==> config.mk <==
export PLATFORM = sky130hd
export DESIGN_NAME = led_pin_mapper
export DESIGN_NICKNAME = d
export VERILOG_FILES = /design/src/rtl/led_map_pkg.sv /design/src/rtl/led_activity_timer.sv /design/src/rtl/led_field_eval.sv /design/src/rtl/led_pin_mapper.sv
export SDC_FILE = /design/constraint.sdc
export NUM_CORES = 1
export LEC_CHECK = 0
export CELL_PAD_IN_SITES_DETAIL_PLACEMENT = 1
export CELL_PAD_IN_SITES_GLOBAL_PLACEMENT = 1
export CORE_MARGIN = 3
export CORE_UTILIZATION = 42
export CTS_CLUSTER_DIAMETER = 30
export CTS_CLUSTER_SIZE = 25
export DETAILED_ROUTE_END_ITERATION = 10
export GPL_TIMING_DRIVEN = 1
export PLACE_DENSITY = 0.8
export SYNTH_ARGS = -nofsm -noshare
export SYNTH_HDL_FRONTEND = slang
export SYNTH_SLANG_ARGS = --single-unit
==> constraint.sdc <==
create_clock -name clk -period 6.5 [get_ports clk]
set_clock_uncertainty 0.1 [all_clocks]
set_input_delay 1.3 -clock clk [delete_from_list [all_inputs] [get_ports clk]]
set_output_delay 1.3 -clock clk [all_outputs]
set_load 0.05 [all_outputs]
==> src/rtl/led_map_pkg.sv <==
package led_map_pkg;

  localparam int LED_N   = 3;
  localparam int FIELD_W = 5;
  localparam int PIN_N   = 4;
  localparam int MODE_W  = LED_N * FIELD_W + 1;
  localparam int MASTER_BIT = MODE_W - 1;

  typedef struct packed {
    logic duplex;
    logic s1000;
    logic s100;
    logic s10;
    logic act;
  } led_field_t;

  typedef enum logic [1:0] {
    SPD_10   = 2'b00,
    SPD_100  = 2'b01,
    SPD_1000 = 2'b10,
    SPD_NONE = 2'b11
  } speed_code_e;

  localparam led_field_t DEF_LED0 = 5'b00001;
  localparam led_field_t DEF_LED1 = 5'b01110;
  localparam led_field_t DEF_LED2 = 5'b01111;

  function automatic led_field_t default_field(input int idx);
    case (idx)
      0:       return DEF_LED0;
      1:       return DEF_LED1;
      default: return DEF_LED2;
    endcase
  endfunction

endpackage

==> src/rtl/led_activity_timer.sv <==
module led_activity_timer #(
  parameter int STRETCH_CYCLES = 2_500_000,
  parameter int BLINK_HALF     = 2_500_000
) (
  input  logic clk,
  input  logic rst,
  input  logic activity,
  output logic stretch_on,
  output logic blink_phase
);

  localparam int SW = ($clog2(STRETCH_CYCLES + 1) > 0) ? $clog2(STRETCH_CYCLES + 1) : 1;
  localparam int BW = ($clog2(BLINK_HALF) > 0) ? $clog2(BLINK_HALF) : 1;
  localparam logic [SW-1:0] S_LOAD = SW'(STRETCH_CYCLES);
  localparam logic [BW-1:0] B_LAST = BW'(BLINK_HALF - 1);

  logic [SW-1:0] stretch_cnt;
  logic [BW-1:0] blink_cnt;

  always_ff @(posedge clk) begin
    if (rst) begin
      stretch_cnt <= '0;
    end else if (activity) begin
      stretch_cnt <= S_LOAD;
    end else if (stretch_cnt != '0) begin
      stretch_cnt <= stretch_cnt - 1'b1;
    end
  end

  always_ff @(posedge clk) begin
    if (rst) begin
      blink_cnt   <= '0;
      blink_phase <= 1'b0;
    end else if (blink_cnt == B_LAST) begin
      blink_cnt   <= '0;
      blink_phase <= ~blink_phase;
    end else begin
      blink_cnt <= blink_cnt + 1'b1;
    end
  end

  assign stretch_on = (stretch_cnt != '0);

  // a strobe always opens a stretch window on the next cycle
  p_strobe_opens_r6: assert property (@(posedge clk) disable iff (rst)
    activity |=> stretch_on);

  // the window counter never exceeds its load value
  p_stretch_bound_r6: assert property (@(posedge clk) disable iff (rst)
    stretch_cnt <= S_LOAD);

  // the blink phase only flips at the end of a half period
  p_blink_hold_r7: assert property (@(posedge clk) disable iff (rst)
    (blink_cnt != B_LAST) |=> $stable(blink_phase));

endmodule

==> src/rtl/led_field_eval.sv <==
module led_field_eval
  import led_map_pkg::*;
(
  input  led_field_t  field,
  input  logic        link_up,
  input  logic [1:0]  speed,
  input  logic        full_duplex,
  input  logic        stretch_on,
  input  logic        blink_phase,
  output logic        lit
);

  logic any_speed_sel;
  logic speed_hit;
  logic link_sel;
  logic link_ok;

  always_comb begin
    any_speed_sel = field.s10 | field.s100 | field.s1000;
    speed_hit = (field.s10   && speed == SPD_10)  ||
                (field.s100  && speed == SPD_100) ||
                (field.s1000 && speed == SPD_1000);
    link_sel = any_speed_sel | field.duplex;
    link_ok  = link_up
             && (!any_speed_sel || speed_hit)
             && (!field.duplex  || full_duplex);

    if (field == '0) begin
      lit = 1'b0;
    end else if (link_sel) begin
      lit = link_ok && !(field.act && stretch_on && blink_phase);
    end else begin
      lit = stretch_on;
    end
  end

endmodule

==> src/rtl/led_pin_mapper.sv <==
module led_pin_mapper
  import led_map_pkg::*;
#(
  parameter int STRETCH_CYCLES = 2_500_000,
  parameter int BLINK_HALF     = 2_500_000
) (
  input  logic        clk,
  input  logic        rst,
  input  logic        link_up,
  input  logic [1:0]  speed,
  input  logic        full_duplex,
  input  logic        activity,
  input  logic [15:0] mode_word,
  input  logic [2:0]  pin_led_en,
  input  logic [3:0]  gpio_val,
  input  logic [3:0]  gpio_oe,
  output logic [3:0]  pin_out,
  output logic [3:0]  pin_oe
);

  logic stretch_on;
  logic blink_phase;
  led_field_t        eff_field [LED_N];
  logic [LED_N-1:0]  led_lit;

  led_activity_timer #(
    .STRETCH_CYCLES(STRETCH_CYCLES),
    .BLINK_HALF    (BLINK_HALF)
  ) u_timer (
    .clk        (clk),
    .rst        (rst),
    .activity   (activity),
    .stretch_on (stretch_on),
    .blink_phase(blink_phase)
  );

  for (genvar i = 0; i < LED_N; i++) begin : g_led
    always_comb begin
      if (mode_word[MASTER_BIT]) eff_field[i] = mode_word[i*FIELD_W +: FIELD_W];
      else                       eff_field[i] = default_field(i);
    end

    led_field_eval u_eval (
      .field      (eff_field[i]),
      .link_up    (link_up),
      .speed      (speed),
      .full_duplex(full_duplex),
      .stretch_on (stretch_on),
      .blink_phase(blink_phase),
      .lit        (led_lit[i])
    );

    always_ff @(posedge clk) begin
      if (rst) begin
        pin_out[i] <= 1'b0;
        pin_oe[i]  <= 1'b0;
      end else if (pin_led_en[i]) begin
        pin_out[i] <= led_lit[i];
        pin_oe[i]  <= 1'b1;
      end else begin
        pin_out[i] <= gpio_val[i];
        pin_oe[i]  <= gpio_oe[i];
      end
    end

    // LED function always drives the pin
    p_led_drives_r9: assert property (@(posedge clk) disable iff (rst)
      pin_led_en[i] |=> pin_oe[i]);

    // an empty field gives a dark LED
    p_zero_off_r8: assert property (@(posedge clk) disable iff (rst)
      (pin_led_en[i] && eff_field[i] == '0) |=> !pin_out[i]);

    // no link means no light for fields without activity
    p_linkdown_r4: assert property (@(posedge clk) disable iff (rst)
      (pin_led_en[i] && !link_up && !eff_field[i].act) |=> !pin_out[i]);
  end

  always_ff @(posedge clk) begin
    if (rst) begin
      pin_out[PIN_N-1] <= 1'b0;
      pin_oe[PIN_N-1]  <= 1'b0;
    end else begin
      pin_out[PIN_N-1] <= gpio_val[PIN_N-1];
      pin_oe[PIN_N-1]  <= gpio_oe[PIN_N-1];
    end
  end

  // the last pin follows the host value and enable only
  p_gpio_only_r9: assert property (@(posedge clk) disable iff (rst)
    1'b1 |=> (pin_out[3] == $past(gpio_val[3]) && pin_oe[3] == $past(gpio_oe[3])));

endmodule

* Yosys cells after proc, flatten, opt, wreduce, memory -nomap -nowiden *
Cells that the tools add are included.

operators by class
  bitwise operators = 10
  eq/ne operators = 3
  add/subtract/negate cells = 2
  multiplexer cells = 17
  reductions and logical operators = 53

operators with widths
  cell                   count
  $mux 22                2
  $logic_and 1x1->1      24
  $add 22x1->22 const B  1
  $eq 22x22->1 const B   1
  $reduce_bool 22->1     1
  $sub 22x1->22 const B  1
  $logic_not 5->1        3
  $mux 5                 3
  $logic_or 1x1->1       12
  $mux 1                 12
  $logic_not 1->1        9
  $or 1x1->1             9
  $reduce_or 2->1        2
  $eq 2x1->1 const B     1
  $eq 2x2->1 const B     1
  $logic_not 2->1        1
  $reduce_bool 2->1      1
  $not 1->1              1

storage, ports and cells
  word-level logic and storage cells = 97
  input port bits = 34
  register bits after elaboration = 53
  output and inout port bits = 8

* Longest topological paths before layout *
Gate-level depths: netlist of the first run.

  depth in word-level cells = 11
  gate-level depth with buffers = 7

* By module *
A second synthesis of the first run with hierarchy kept.

unflattened totals
  cells, all modules = 331
  area total of the unflattened synthesis = 2,824.0 µm²

modules (own cells, without submodules)
  module              area an instance (µm²)  cells an instance  instances
  led_activity_timer  2,277.2                 263                1
  led_pin_mapper      340.3                   38                 1
  led_field_eval      68.8                    10                 3

* Least setup slack after synthesis of the first run *
No wires, ideal clock.

  path type = input to register
  from = in mode_word[6]
  to = reg pin_out[1]
  arrival time = 2.373 ns
  cell stages on the path = 3
  path slack = 3.936 ns
  data required time = 6.309 ns
  cells stage by stage = or3_1 or4_1 a311oi_1

between the ends
  word-level cells in the longest chain between the ends = 11
  elaborated cells on any way between the ends = 16
  those cells by class = mux (4); bitwise (3); reduce/logical (9)

ends and longest elaborated chain
  item                                                        RTL line                                    text
  start: declaration                                          led_pin_mapper.sv:13                        input logic [15:0] mode_word,
  $mux 5 *                                                    led_pin_mapper.sv:39                        if (mode_word[MASTER_BIT]) eff_field[i] = mode_word[i*FIELD_W +: FIELD_W];
  $or 1x1->1 / $logic_and 1x1->1 (equally long branches)      led_field_eval.sv:19, led_field_eval.sv:20
  $or 1x1->1 / $logic_or 1x1->1 (equally long branches)       led_field_eval.sv:19, led_field_eval.sv:20
  $logic_not 1->1 / $logic_or 1x1->1 (equally long branches)  led_field_eval.sv:25, led_field_eval.sv:21
  $logic_or 1x1->1                                            led_field_eval.sv:25                        && (!any_speed_sel || speed_hit)
  $logic_and 1x1->1                                           led_field_eval.sv:25
  $logic_and 1x1->1                                           led_field_eval.sv:26                        && (!field.duplex || full_duplex);
  $logic_and 1x1->1                                           led_field_eval.sv:31                        lit = link_ok && !(field.act && stretch_on && blink_phase);
  $mux 1                                                      led_field_eval.sv:30                        end else if (link_sel) begin
  $mux 1 *                                                    led_field_eval.sv:28                        if (field == '0) begin
  $mux 1 *                                                    led_pin_mapper.sv:57                        end else if (pin_led_en[i]) begin
  end signal: indexed assignment                              led_pin_mapper.sv:58                        pin_out[i] <= led_lit[i];
  end signal: indexed assignment                              led_pin_mapper.sv:61                        pin_out[i] <= gpio_val[i];
  end: declaration                                            led_pin_mapper.sv:17                        output logic [3:0] pin_out,

Mark *: on every way between the ends. The rest lies on a longest branch, timed or not.
A chain may end at the register's enable or synchronous reset.

* Final worst setup path of the first run *
  from = reg pin_oe[3]
  to = out pin_oe[3]

RTL lines
  item                              RTL line              text
  start: declaration                led_pin_mapper.sv:18  output logic [3:0] pin_oe
  start signal: indexed assignment  led_pin_mapper.sv:85  pin_oe[PIN_N-1] <= gpio_oe[PIN_N-1];

No word-level cell between the ends.

==> run summary, run 1 <==
The run gives 0 as the total setup buffers inserted after CTS. The run gives 0.437 as the starting utilization of the core area. In this run, the number of DRC markers left after iteration 0 of detailed routing was 45.

The path class of the lowest-slack min-delay path was register to register. From synthesis to final layout, the design area changed by 21.0%. The worst path arrival time came out at 1.45 ns. The share of cells above drive strength 1 was 0.0457; the final standard cell area without fillers was 3150 um^2.

The area share of the largest cell type after synthesis was 0.408; the total global routing track utilization was 0.189. The leading area contributor after synthesis was sky130_fd_sc_hd__dfxtp_1. Across all hold checks on the routed design, the worst slack comes to 0.391 ns. The cell area that synthesis handed to floorplanning was 2600 um^2. The flow ran to the end, and the final reports show no timing, DRC or antenna violations. No sink is reached through more buffers than the 2 on the longest clock path. Summing internal, switching and leakage power gives 0.673 mW. For the worst setup path, the data required time is 5.10 ns. After synthesis the netlist holds a flip-flop and latch count of 53. The path type of the worst setup path was register to primary output. On the worst path, the slowest cell contributes a delay of 0.82 ns.

Relative max-transition margin: 0.445. The tools report the startpoint type of the worst setup path as a register. Global routing finished with a remaining overflow of 0.

TritonCTS built the clock tree. The count of synthesis-stage warnings from yosys is 0, and the wire length of the first global-routing pass is 11,300 um. Port buffering added 41 buffers. The H-tree was split into 2 levels.

The final critical-path required period was 2.85 ns; the number of sinks handled by clock tree synthesis was 53. The family with the most delay on the worst path is buffers and inverters. After detailed routing, the number of vias per cell comes to 5.47.

The maximum achievable frequency was 351 MHz; the transition time of the tightest slew-check pin was 0.832 ns. The total negative slack was 0 ns. The signal on the critical path passes through clkdlybuf4s50_1. Max-slew violation count: 0.

The count of antenna-violating nets left after detailed routing was 0; the number of maximum-capacitance violations was 0. The run gives 28 as the count of standard-cell rows. In this run the power density over the cells is 214 nW/um^2.

The tools report the area of the core as 5960 um^2. The clock-pin transition on the worst setup and hold timing paths is 0.09 ns, and the total I/O pin count is 42. The die is 84.7 um tall. The area used by multi-input combinational logic is 1440 um^2. The worst-path maximum fanout came out at 1.

The run gives 4 as the first-pass iteration count of the detailed router. Clock tree synthesis inserted a total of 5 buffers. Last weighted congestion value of the routability-driven placer: 0.752. The worst setup path is captured at a primary output.

Setup repair after global routing left no endpoint under its margin. The number of enable-type register cells in the synthesized netlist came out at 0. The number of DRC violations after detailed routing was 0; the chip width was 84.7 um.

Setup violations remaining at the end of the flow were counted as 0. After synthesis, the cell types taking the most area are sky130_fd_sc_hd__dfxtp_1 41%, sky130_fd_sc_hd__xnor2_1 10%, sky130_fd_sc_hd__nor2_1 8.1%. Entering global routing, the biggest net connects 22 pins. At the end of the flow, the number of nets in the layout was 385.

The tools report the sequential cell area as 1060 um^2. The count of unique library cells instantiated by Yosys is 40. The post-synthesis net count is 348.

After clock tree synthesis, the repair step resized 0 gates. For the initial antenna violation count, the log shows 0. For this run, the leading register cell type out of synthesis is sky130_fd_sc_hd__dfxtp_1.

Period utilization: 0.438. The async set or reset register ratio after synthesis is 0, and the clock latency on the worst-skew pair is 0.30 ns. Counting the fill cells in the layout gives 734. The total of hold buffers inserted after clock tree synthesis came out at 0.

Across the VDD grid, the largest voltage drop is 0.000144 V. Instance count of the mapped netlist: 312. The final hold violation count was 0; the full die area was 7170 um^2.

Summed over all nets, the half-perimeter wirelength after detailed placement is 4850 um. Number of buffers and inverters on the critical path: 1. The routed layout has 2,326 vias.

The logs give 6370 um for the final wirelength and 2,431 for the via count of the first global-routing pass. In this run the clock root is driven by a sky130_fd_sc_hd__clkbuf_8. The number of inserted diodes is 0. The sequential area share after synthesis is 0.408. Standard cell with the maximum stage delay on the critical path: sky130_fd_sc_hd__clkdlybuf4s50_1.

Dividing the synthesized area by the synthesized cell count gives 8.34 um^2. The static leakage is 1.06 nW, and the detailed-route wire length per cell is 15.0 um. Placed instance area: 3070 um^2.
-- registers in the layout, summed over array words and instances (netlist names) --
register / count
u_timer.blink_cnt: 22
u_timer.stretch_cnt: 22
pin_oe: 4
pin_out: 4
u_timer.blink_phase: 1
-- layer usage --
layer  global-route usage  share of wire  wire (um)  vias to the layer above
met5                    0              0          0                        -
met4               0.0460         0.0072         46                        0
met3               0.0422          0.039        248                        5
met2                0.329           0.50       3160                       24
met1                0.238           0.46       2910                     1123
li1                     -              -          -                     1174
-- layout by cell type, fill, tap and decap left out, types with 3 or more instances in the layout --
| cell type | n |
|---|---|
| sky130_fd_sc_hd__nor2_1 | 56 |
| sky130_fd_sc_hd__dfxtp_1 | 53 |
| sky130_fd_sc_hd__clkdlybuf4s50_1 | 41 |
| sky130_fd_sc_hd__xnor2_1 | 30 |
| sky130_fd_sc_hd__a21oi_1 | 17 |
| sky130_fd_sc_hd__nor3_1 | 14 |
| sky130_fd_sc_hd__nand2_1 | 14 |
| sky130_fd_sc_hd__inv_1 | 11 |
| sky130_fd_sc_hd__nor4_1 | 10 |
| sky130_fd_sc_hd__nand3_1 | 9 |
| sky130_fd_sc_hd__nand4_1 | 9 |
| sky130_fd_sc_hd__a211oi_1 | 8 |
| sky130_fd_sc_hd__nor2b_1 | 7 |
| sky130_fd_sc_hd__o21ai_0 | 7 |
| sky130_fd_sc_hd__xor2_1 | 6 |
| sky130_fd_sc_hd__or3_1 | 5 |
| sky130_fd_sc_hd__clkbuf_8 | 5 |
| sky130_fd_sc_hd__or2_2 | 4 |
| sky130_fd_sc_hd__mux2i_1 | 4 |
| sky130_fd_sc_hd__a311oi_1 | 4 |
| sky130_fd_sc_hd__nor4b_1 | 3 |
| sky130_fd_sc_hd__nand2b_1 | 3 |
| sky130_fd_sc_hd__or4_1 | 3 |
| sky130_fd_sc_hd__o2111ai_1 | 3 |
-- kinds of logic (layout without fill, tap and decap cells) --
| kind of cell | count (synthesis) | count (layout) | synth area share |
|---|---|---|---|
| AND/OR/NAND/NOR | 149 | 149 | 0.300 |
| flip-flops | 53 | 53 | 0.408 |
| AO/OA/AOI/OAI | 44 | 44 | 0.109 |
| XOR/XNOR | 36 | 36 | 0.121 |
| buffers and inverters | 24 | 62 | 0.0370 |
| multiplexers | 4 | 4 | 0.0154 |
| adder cells (fa/ha/maj) | 2 | 2 | 0.00962 |
-- through the flow --
| step | util | setup WS [ns] | std cells |
|---|---|---|---|
| detailed placement | 0.515 | 3.38 | 417 |
| floorplan | - | 3.94 | 312 |
| global route | 0.529 | 3.46 | 425 |
| global placement | 0.515 | 3.45 | 417 |
| CTS | 0.529 | 3.63 | 425 |
| finish | 0.529 | 3.65 | 425 |
-- final cells by class --
type	instances	share of cell area
multi-input combinational	235	0.459
tap	75	0.0298
sequential	53	0.337
inverter	11	0.0131
clock buffer	6	0.0231
clock inverter	2	0.00318
timing repair buffer	43	0.135
-- power breakdown --
| part | switching, mW | leakage, nW | internal, mW | total [mW] |
|---|---|---|---|---|
| clock | 0.107 | 0.0450 | 0.0750 | 0.182 |
| sequential | 0.0139 | 0.434 | 0.339 | 0.353 |
| combinational | 0.0734 | 0.584 | 0.0645 | 0.138 |
| total | 0.194 | 1.06 | 0.479 | 0.673 |
-- Yosys cell counts, types with 7 or more instances --
| master | number |
|---|---|
| sky130_fd_sc_hd__nand4_1 | 9 |
| sky130_fd_sc_hd__xnor2_1 | 30 |
| sky130_fd_sc_hd__nor3_1 | 14 |
| sky130_fd_sc_hd__clkbuf_1 | 8 |
| sky130_fd_sc_hd__a211oi_1 | 8 |
| sky130_fd_sc_hd__nor4_1 | 10 |
| sky130_fd_sc_hd__o21ai_0 | 7 |
| sky130_fd_sc_hd__nor2b_1 | 7 |
| sky130_fd_sc_hd__a21oi_1 | 17 |
| sky130_fd_sc_hd__nand2_1 | 14 |
| sky130_fd_sc_hd__dfxtp_1 | 53 |
| sky130_fd_sc_hd__inv_1 | 11 |
| sky130_fd_sc_hd__nand3_1 | 9 |
| sky130_fd_sc_hd__nor2_1 | 56 |
-- final timing paths --
path / start / endpoint / slack, ns / depth (start not counted)
max reg2reg: u_timer.stretch_cnt[4] / pin_out[1] / 3.90 / 5
min reg2reg: u_timer.blink_cnt[0] / u_timer.blink_cnt[0] / 0.39 / 1
min: u_timer.blink_cnt[0] / u_timer.blink_cnt[0] / 0.39 / 1
max: pin_oe[3] / pin_oe[3] / 3.65 / 1
(Power assumes the default switching activity.)
==> run 2, diff against run 1 <==
- CORE_UTILIZATION: 42 -> 36
- PLACE_DENSITY: 0.8 -> 0.73
- clock period: 6.5 -> 2.35 ns (I/O delays scaled with it)
==> run summary, run 2 (synthesized netlist as in run 1, its figures left out) <==
Final critical-path setup slack: 0.153 ns (was 3.65 ns). The nature of the critical path endpoint is a register (was a primary output). Routed length on met3: 173 um (was 248 um). The die height is 91.0 um (was 84.7 um), and the length of routed met2 wiring is 3430 um (was 3160 um). The number of inserted filler cells in the final layout is 867 (was 734), and the final critical-path required period is 2.20 ns. Top library cells by usage in the layout, fill and taps aside: 56 x sky130_fd_sc_hd__nor2_1, 53 x sky130_fd_sc_hd__dfxtp_1, 41 x sky130_fd_sc_hd__clkdlybuf4s50_1 (unchanged). The maximum level of the CTS H-tree was 2 (unchanged).

The last weighted congestion value of the routability-driven placer is 0.810 (was 0.752), and the count of buffers inserted at the top-level ports is 41 (unchanged). For the data required time at the worst endpoint, the log shows 2.47 ns (was 5.10 ns). The path class of the lowest-slack min-delay path is register to register (unchanged).

The detailed-route wire length per cell is 14.9 um (was 15.0 um). The tools report the count of standard-cell rows as 30 (was 28). The HPWL after detailed placement was 5100 um (was 4850 um). Pin count of the biggest net entering global routing: 22 (unchanged). The maximum clock path buffer count is 2 (unchanged), and the routed length on met1 is 3140 um (was 2910 um). The commonest non-fill, non-tap cell in the layout is sky130_fd_sc_hd__nor2_1 (unchanged). Registers with the most flip-flops: u_timer.blink_cnt: 22 flops, u_timer.stretch_cnt: 22 flops (unchanged). The post-CTS resize count was 0 (unchanged). The total global routing track utilization was 0.168 (was 0.189).

The clock-pin transition on the worst setup and hold timing paths is 0.09 ns (about the same), and the cell area power density is 642 nW/um^2 (was 214 nW/um^2). The tools report the via count of the first global-routing pass as 2,458 (was 2,431). The via count was 2,378 (was 2,326); the area overhead of the layout relative to synthesis was 27.2% (was 21.0%). The CTS buffer count came out at 5 (unchanged). The logs give 0.376 ns (was 0.391 ns) for the final-layout worst hold slack and 6800 um (was 6370 um) for the final wirelength. The setup slack of the most critical reg-to-reg path is 0.15 ns (was 3.90 ns). The number of sinks handled by clock tree synthesis is 53 (unchanged). The tools report the post-placement setup slack as 0.0866 ns (was 3.38 ns). The wire length of the first global-routing pass was 11,400 um (was 11,300 um); the chip width was 91.0 um (was 84.7 um). The starting utilization of the core area was 0.377 (was 0.437); the power after layout was 2.12 mW (was 0.673 mW). Path type of the worst setup path: register to register (was register to primary output).

The flow ran to the end, and the final reports show no timing, DRC or antenna violations. The number of inserted diodes was 0 (unchanged). The worst-path maximum fanout came out at 5 (was 1). The number of maximum-capacitance violations was 0 (unchanged); the setup-violating endpoint count in the final report was 0 (unchanged). The final design utilization was 0.479 (was 0.529). The run gives 0 (unchanged) as the initial antenna violation count.

The startpoint type of the worst setup path was a register (unchanged). Count of antenna-violating nets left after detailed routing: 0 (unchanged). For the max-slew violation count, the log shows 0 (unchanged). The total setup buffers inserted after CTS is 0 (unchanged). The logs give 6910 um^2 (was 5960 um^2) for the area of the core and 8280 um^2 (was 7170 um^2) for the full die area. For the total I/O pin count, the log shows 42 (unchanged). The clock tree root buffer cell was sky130_fd_sc_hd__clkbuf_8 (unchanged). Setup repair after global routing left no endpoint under its margin.

For the static leakage, the log shows 1.14 nW (was 1.06 nW). The tools report the number of design-rule violations left by the first detailed-router iteration as 46 (was 45). The maximum achievable frequency is 455 MHz, and the maximum ir drop on the vdd rail is 0.000339 V (was 0.000144 V). Number of nets in the layout: 396 (was 385). The share of cells above drive strength 1 came out at 0.0776 (was 0.0457).

The number of DRC violations after detailed routing came out at 0 (unchanged). TritonCTS built the clock tree. The highest metal layer with signal wires is met4 (unchanged).

The logs give 0.559 (was 0.445) for the relative max-transition margin and 0 (unchanged) for the final hold violation count. For the total negative slack, the log shows 0 ns (unchanged). The transition time of the tightest slew-check pin is 0.645 ns (was 0.832 ns).

For the clock latency on the worst-skew pair, the log shows 0.32 ns (was 0.30 ns). The logs give 2.32 ns (was 1.45 ns) for the worst path arrival time and 4 (unchanged) for the first-pass iteration count of the detailed router. The run gives 0 (unchanged) as the total of hold buffers inserted after clock tree synthesis. The ratio of routed vias to standard cells is 5.20 (was 5.47).

The period utilization is 0.935. The run gives 0 (unchanged) as the overall overflow remaining after global route.
==> run 2: power by group <==
group	switching [mW]	leakage (nW)	total, mW	internal [mW]
Sequential	0.0391	0.434	0.978	0.939
Clock	0.312	0.0681	0.736	0.423
Combinational	0.210	0.637	0.411	0.201
==> run 2: final cells by class <==
| cell class | count | area, um^2 | area share |
|---|---|---|---|
| timing repair buffer | 54 | 508 | 0.154 |
| multi-input combinational | 235 | 1440 | 0.436 |
| tap | 96 | 120 | 0.0363 |
| clock buffer | 5 | 68.8 | 0.0208 |
| sequential | 53 | 1060 | 0.321 |
| clock inverter | 3 | 65.1 | 0.0197 |
| inverter | 11 | 41.3 | 0.0125 |
==> run 2: routing by layer <==
| layer | global-route usage | vias up |
|---|---|---|
| met3 | 0.0381 | 5 |
| li1 | - | 1196 |
| met5 | 0 | - |
| met2 | 0.297 | 25 |
| met1 | 0.204 | 1152 |
| met4 | 0.0415 | 0 |
==> run 2: critical path, stage by stage (launching register included) <==
cell and delay, ns:
sky130_fd_sc_hd__dfxtp_1 0.34, sky130_fd_sc_hd__or4_4 0.56, sky130_fd_sc_hd__nor4b_4 0.31, sky130_fd_sc_hd__and2_0 0.35, sky130_fd_sc_hd__o2111ai_1 0.19, sky130_fd_sc_hd__a311oi_1 0.27
==> run 2: per-stage QoR <==
stage               instance area (um^2)  std cells
global placement                    3170        449
detailed placement                  3170        449
finish                              3310        457
global route                        3310        457
floorplan                           2600        312
CTS                                 3310        457
==> run 2: path summary, 6_finish.rpt <==
kind,startpoint,endpoint,cells after the start
setup / recovery,u_timer.stretch_cnt[17],pin_out[2],5
hold / removal,u_timer.blink_cnt[0],u_timer.blink_cnt[0],1
setup reg to reg,u_timer.stretch_cnt[17],pin_out[2],5
hold reg to reg,u_timer.blink_cnt[0],u_timer.blink_cnt[0],1
